File: src/rtl/cfgctx_pkg.sv
package cfgctx_pkg;
    localparam int WORD_W    = 32;
    localparam int ID_W      = 16;
    localparam int LAYER_W   = 2;
    localparam int OFF_W     = 8;
    localparam int LAYERS    = 1 << LAYER_W;
    // field positions inside an address word
    localparam int ID_LSB    = 16;
    localparam int LAYER_LSB = 14;
    localparam int OFF_LSB   = 0;

    typedef logic [LAYER_W-1:0] layer_t;
    typedef logic [OFF_W-1:0]   off_t;
    typedef logic [WORD_W-1:0]  word_t;
endpackage

File: src/rtl/cfgctx_bus_decoder.sv
module cfgctx_bus_decoder
    import cfgctx_pkg::*;
(
    input  logic                clk,
    input  logic                rst_n,
    input  logic [ID_W-1:0]     my_id,
    input  logic                bus_valid,
    input  logic                bus_is_addr,
    input  word_t               bus_word,
    output logic                wr_en,
    output layer_t              wr_layer,
    output off_t                wr_off,
    output word_t               wr_data
);
    typedef struct packed {
        logic   pend;
        layer_t layer;
        off_t   off;
    } dec_t;

    dec_t st_d, st_q;

    always_comb begin
        st_d = st_q;
        if (bus_valid) begin
            if (bus_is_addr) begin
                st_d.pend  = (bus_word[ID_LSB +: ID_W] == my_id);
                st_d.layer = bus_word[LAYER_LSB +: LAYER_W];
                st_d.off   = bus_word[OFF_LSB +: OFF_W];
            end else begin
                st_d.pend  = 1'b0;
            end
        end
    end

    always_ff @(posedge clk or negedge rst_n) begin
        if (!rst_n) st_q <= '0;
        else        st_q <= st_d;
    end

    assign wr_en    = bus_valid && !bus_is_addr && st_q.pend;
    assign wr_layer = st_q.layer;
    assign wr_off   = st_q.off;
    assign wr_data  = bus_word;
endmodule

File: src/rtl/cfgctx_switch.sv
module cfgctx_switch
    import cfgctx_pkg::*;
(
    input  logic   clk,
    input  logic   rst_n,
    input  logic   ctx_req,
    input  layer_t ctx_sel,
    output logic   load_en,
    output layer_t load_layer,
    output layer_t active,
    output logic   ack
);
    typedef struct packed {
        layer_t act;
        logic   ack;
    } sw_t;

    sw_t st_d, st_q;

    always_comb begin
        st_d     = st_q;
        st_d.ack = ctx_req;
        if (ctx_req) st_d.act = ctx_sel;
    end

    always_ff @(posedge clk or negedge rst_n) begin
        if (!rst_n) st_q <= '0;
        else        st_q <= st_d;
    end

    assign load_en    = ctx_req;
    assign load_layer = ctx_sel;
    assign active     = st_q.act;
    assign ack        = st_q.ack;
endmodule

File: src/rtl/cfgctx_layer_store.sv
module cfgctx_layer_store
    import cfgctx_pkg::*;
#(
    parameter int DEPTH = 16,
    localparam int IDX_W = (DEPTH > 1) ? $clog2(DEPTH) : 1
) (
    input  logic             clk,
    input  logic             rst_n,
    input  logic             wr_en,
    input  layer_t           wr_layer,
    input  off_t             wr_off,
    input  word_t            wr_data,
    input  logic             load_en,
    input  layer_t           load_layer,
    input  logic [IDX_W-1:0] rd_idx,
    output word_t            rd_word
);
    typedef struct packed {
        logic [LAYERS-1:0][DEPTH-1:0][WORD_W-1:0] bank;
        logic [DEPTH-1:0][WORD_W-1:0]             work;
    } store_t;

    store_t st_d, st_q;
    logic   in_range;

    assign in_range = (int'(wr_off) < DEPTH);

    always_comb begin
        st_d = st_q;
        if (wr_en && in_range)
            st_d.bank[wr_layer][wr_off[IDX_W-1:0]] = wr_data;
        // the working copy takes the layer including a same-edge write
        if (load_en)
            st_d.work = st_d.bank[load_layer];
    end

    always_ff @(posedge clk or negedge rst_n) begin
        if (!rst_n) st_q <= '0;
        else        st_q <= st_d;
    end

    assign rd_word = st_q.work[rd_idx];
endmodule

File: src/rtl/cfg_context_store.sv
module cfg_context_store
    import cfgctx_pkg::*;
#(
    parameter int DEPTH = 16,
    localparam int IDX_W = (DEPTH > 1) ? $clog2(DEPTH) : 1
) (
    input  logic             clk,
    input  logic             rst_n,
    input  logic [15:0]      my_id,
    input  logic             bus_valid,
    input  logic             bus_is_addr,
    input  logic [31:0]      bus_word,
    input  logic             ctx_req,
    input  logic [1:0]       ctx_sel,
    input  logic [IDX_W-1:0] rd_idx,
    output logic [31:0]      cfg_word,
    output logic [1:0]       bank_sel,
    output logic             ctx_ack
);
    logic   wr_en, load_en;
    layer_t wr_layer, load_layer;
    off_t   wr_off;
    word_t  wr_data;

    cfgctx_bus_decoder u_dec (
        .clk, .rst_n, .my_id, .bus_valid, .bus_is_addr, .bus_word,
        .wr_en, .wr_layer, .wr_off, .wr_data
    );

    cfgctx_switch u_sw (
        .clk, .rst_n, .ctx_req, .ctx_sel,
        .load_en, .load_layer, .active(bank_sel), .ack(ctx_ack)
    );

    cfgctx_layer_store #(.DEPTH(DEPTH)) u_store (
        .clk, .rst_n, .wr_en, .wr_layer, .wr_off, .wr_data,
        .load_en, .load_layer, .rd_idx, .rd_word(cfg_word)
    );
endmodule

File: config.mk
export PLATFORM = sky130hd
export DESIGN_NAME = cfg_context_store
export DESIGN_NICKNAME = d
export VERILOG_FILES = /design/src/rtl/cfgctx_pkg.sv /design/src/rtl/cfgctx_bus_decoder.sv /design/src/rtl/cfgctx_switch.sv /design/src/rtl/cfgctx_layer_store.sv /design/src/rtl/cfg_context_store.sv
export SDC_FILE = /design/constraint.sdc
export NUM_CORES = 2
export LEC_CHECK = 0
export ABC_AREA = 0
export ABC_CLOCK_PERIOD_IN_PS = 5550
export BUFFER_PORTS_ARGS = -buffer_cell sky130_fd_sc_hd__buf_4
export CAP_MARGIN = 20
export CORE_ASPECT_RATIO = 0.9
export CORE_MARGIN = 2
export CORE_UTILIZATION = 31
export DETAILED_ROUTE_END_ITERATION = 16
export SETUP_SLACK_MARGIN = 0.3
export SYNTH_ARGS = -nofsm -noshare
export SYNTH_HDL_FRONTEND = slang
export SYNTH_SLANG_ARGS = --single-unit
File: constraint.sdc
create_clock -name clk -period 5.55 [get_ports clk]
set_input_delay 1.3875 -clock clk [delete_from_list [all_inputs] [get_ports clk]]
set_output_delay 1.3875 -clock clk [all_outputs]
set_load 0.05 [all_outputs]
Yosys cells after proc, flatten, opt, wreduce, memory -nomap -nowiden:

Index checks and enable logic that the tools add are counted.

* output and inout port bits: 35
* word-level logic and storage cells: 111
* bits of input ports: 59
* bits in registers: 2574

* reductions and logical operators: 7
* $lt $le $gt $ge: 7
* multiplexer cells: 11
* eq/ne operators: 1

Operators by type and width (number)
* $bwmux 2048: 1
* $mux 2048: 1
* $bmux 512 s2: 1
* $demux 512 s2: 1
* $mux 512: 2
* $bmux 32 s4: 1
* $demux 32 s4: 1
* $mux 32: 2
* $eq 16x16->1: 1
* $lt 4x5->1 const B: 2
* $lt 8x5->1 const B: 1
* $lt 2x3->1 const B: 2
* $logic_and 1x1->1: 5
* $ge 4x1->1 const B: 1
* $ge 2x1->1 const B: 1
* $reduce_and 2->1: 1
* $logic_not 1->1: 1
* $mux 1: 1

Longest topological paths before layout:

* word-level depth: 10
* depth in mapped cells: 10
* gate-level depth less buffers: 5

Hierarchy:

From an unflattened synthesis, not the netlist that was laid out.

* cells, all modules: 11517
* area, all modules: 118952.8 µm²

By module, submodules not included
* cfgctx_layer_store: instances 1, area each 117923.1 µm², sequential area each 64061.4 µm², cells an instance 11419
* cfgctx_bus_decoder: instances 1, area each 909.6 µm², sequential area each 275.3 µm², cells an instance 90
* cfgctx_switch: instances 1, area each 120.1 µm², sequential area each 75.1 µm², cells an instance 8

Least setup slack after synthesis:

No wires, ideal clock.

* path type: input port to output port
* start point: input rd_idx[0]
* end point: output cfg_word[11]
* cell stages on the path: 4
* buffers on the path: 2
* data required time: 4.163 ns
* arrival: 3.618 ns
* setup slack: 0.545 ns
* cells stage by stage: clkbuf_1 > buf_1 > mux4_2 > mux4_2

* longest elaborated chain between the ends: 2

RTL lines
* start, declared: line cfg_context_store.sv:15 `input logic [IDX_W-1:0] rd_idx,`
* $bmux 32 s4: line cfgctx_layer_store.sv:42 `assign rd_word = st_q.work[rd_idx];`
* $mux 32 (not written as such): line cfgctx_layer_store.sv:42
* end, declared: line cfg_context_store.sv:16 `output logic [31:0] cfg_word,`

No other way between the ends. The select of a mux whose other input is x is not followed.

Final worst setup path:

* start point: input rd_idx[0]
* end point: output cfg_word[28]

The elaborated chain is that of the path after synthesis.

==> key figures <==
Worst hold path
  • HP Class: input port to async pin

Final layout
  • Share of layout cells above drive strength 1: 0.259
  • Post-route cell area: 134000 um^2
  • Final #Nets: 9770
  • Area delta synth->final: 12.6%

Floorplan
  • Die area: 389000 um^2
  • I/O pins: 94
  • Die H: 592 um
  • Starting density of the core: 0.312
  • Die X: 657 um
  • CORE AREA: 382000 um^2
  • # rows: 215

Placed design
  • Port buffer count: 93
  • Gpl congestion: 0.909
  • Post-DP Area: 126000 um^2
  • Post-DP HPWL: 275 mm

Yosys
  • Register area share after synthesis: 0.541
  • Post-synth cell types: 80
  • Top cell type by total area after synthesis: dfrtp_1
  • Post-synthesis async set-or-reset flop share: 1.00
  • Synth Register Bits: 2574
  • Yosys warns: 0
  • Most frequent cell after synthesis: dfrtp_1
  • Commonest cells in the netlist: dfrtp_1 (2574), mux2_2 (1417), clkbuf_1 (817), nand2_1 (812), o21ai_0 (537)
  • Syn Nets: 10100
  • Top cells by area, synth: dfrtp_1 (54%), mux2_2 (13%), mux2i_1 (3.9%)
  • Syn avg cell area: 11.8 um^2
  • Post-Synthesis Cells: 10100
  • Post-synth top area share: 0.541
  • Post-synth EDFFs: 0
  • Synth Cell Area: 119000 um^2
  • Primary FF master, synth: dfrtp_1

Critical path
  • Max FO, Critical Path: 36
  • Worst R2R Start: u_dec.wr_off[0]
  • Endpoint class of the critical path: primary output
  • R2R setup slack: 1.37 ns
  • Data arrival, critical path: 3.52 ns
  • R2r endpoint: u_store.st_q[404]
  • Worst R2R Path Depth: 7
  • Crit Path Category: input port to primary output
  • Worst path required time: 4.16 ns
  • Type of origin of the critical path: input port

Clocking
  • Cts hold-fix bufs: 0
  • Root buffer cell: clkbuf_16
  • Bufs on Longest Clock Path: 4
  • CTS tree: yes
  • Cts repair resizes: 0
  • Post-CTS setup buffer count: 0
  • Clock transition at path regs: 0.07 ns
  • Clk_lat worst skew: 0.92 ns
  • CTS sink cnt: 2574
  • Htree depth: 4
  • Num CTS Buffers: 248

STA
  • Fin crit share: 0.885
  • Endpoints failing setup: 0
  • RSZ-0062 raised after global routing: false
  • Setup TNS: 0 ns
  • Final min period: 4.91 ns
  • Fin Clk Skew: 0.0608 ns
  • Final Max Slew Viols: 0
  • Worst-Margin Slew: 1.37 ns
  • Max transition margin: 0.0764
  • Final-report hold violation count: 0
  • Achievable Freq: 0.204 GHz

Detailed routing
  • Routed Antenna Nets: 0
  • First-pass DRT Iterations: 8
  • Vias per inst: 5.90
  • Drc violations: 0
  • Via count: 88600
  • DRT iter0 DRCs: 11500
  • WL per Instance: 30.9 um
  • Final WL: 464 mm

Global routing
  • Initial antenna violation count: 26
  • Remaining Overflow, GRT: 0
  • Largest net degree at the start of global routing: 142
  • GRT Overall Usage: 0.232
  • Vias in the first global route: 84400
  • First-pass GRT wire length: 657 mm

Flow run
  • Max-cap violation count: 0

Power
  • VDD IR max: 0.250 mV
  • Lkg Pwr: 65.0 nW
  • PwrDens: 304 nW/um^2

Status
  • Status: finished clean
[worst max-delay path: stages]
cell	delay, ns
buf_8	0.23
buf_12	0.33
mux4_2	0.56
mux4_2	0.67
buf_4	0.27
[sequential cells by signal, summed over array words and instances (netlist names)]
| name | count |
|---|---|
| u_dec.st_q | 1 |
| u_sw.active | 2 |
| u_sw.ack | 1 |
| u_dec.wr_layer | 2 |
| u_dec.wr_off | 8 |
| u_store.st_q | 2560 |
[cell type report]
cell class | instances | area, um^2
Inverter | 266 | 1020
Tap cell | 5099 | 6380
Clock inverter | 68 | 808
Fill cell | 37300 | 248000
Antenna cell | 9 | 22.5
Timing Repair Buffer | 444 | 4380
Sequential cell | 2574 | 64400
Clock buffer | 371 | 7330
Multi-Input combinational cell | 6177 | 49800
[placed cells by master, fill, tap and decap left out, types with 68 or more instances in the layout]
cell type / n
dfrtp_1: 2573
mux2_2: 1417
nand2_1: 805
o21ai_0: 537
mux2i_1: 461
nor2_1: 386
buf_4: 359
inv_1: 261
o22ai_1: 252
clkbuf_16: 249
o211ai_1: 212
a211oi_1: 184
mux4_2: 163
nor2b_1: 125
o31ai_1: 119
a31oi_1: 111
nand2b_1: 98
a41o_1: 93
o22a_1: 90
o41ai_1: 79
nand4_1: 78
buf_12: 76
a21oi_1: 71
or3_1: 69
nor3_1: 68
[per-layer routing]
layer | up-vias | part of all wire | GRT usage
met5 | - | 0.00022 | 0
met4 | 14 | 0.049 | 0.0982
met3 | 1004 | 0.11 | 0.0653
met2 | 4746 | 0.42 | 0.335
met1 | 46700 | 0.42 | 0.325
li1 | 36200 | - | -
[logic make-up (layout without fill, tap and decap cells)]
family | after synthesis | after routing | share of synthesized area
AOI/OAI and AO/OA | 2236 | 2236 | 0.134
xor gates and xnor gates | 17 | 17 | 0.00125
buffers and inverters | 1312 | 1149 | 0.0436
DFF | 2574 | 2574 | 0.541
muxes | 2049 | 2049 | 0.205
other | 0 | 9 | 0
and+or+nand+nor | 1875 | 1875 | 0.0754
[metrics by stage]
step / util / worst slack [ns] / instances / hold WS, ns / power [mW]
after global routing: 0.351 / 0.625 / 15000 / 0.488 / 41.9
after global placement: 0.330 / 0.673 / 14600 / 0.443 / 23.5
after detailed placement: 0.330 / 0.650 / 14600 / 0.449 / 23.5
final: 0.351 / 0.641 / 15000 / 0.465 / 40.8
after floorplan: - / 0.545 / 10100 / 0.431 / 21.6
after CTS: 0.351 / 0.648 / 15000 / 0.464 / 40.8
[worst max path at each step]
stage,slack (ns),start,end,cells after the start
global placement,0.67,rd_idx[0],cfg_word[28],5
floorplan,0.54,rd_idx[0],cfg_word[11],4
detailed placement,0.65,rd_idx[0],cfg_word[28],5
CTS,0.65,rd_idx[0],cfg_word[28],5
global route,0.63,rd_idx[0],cfg_word[28],5
finish,0.64,rd_idx[0],cfg_word[28],5
[where the power goes]
part / total, mW / internal [mW] / switching [mW] / leakage, nW
logic: 3.68 / 1.11 / 2.57 / 25.6
clock network: 17.5 / 9.77 / 7.74 / 4.03
registers: 19.6 / 19.1 / 0.440 / 35.4
(Power assumes the default switching activity.)
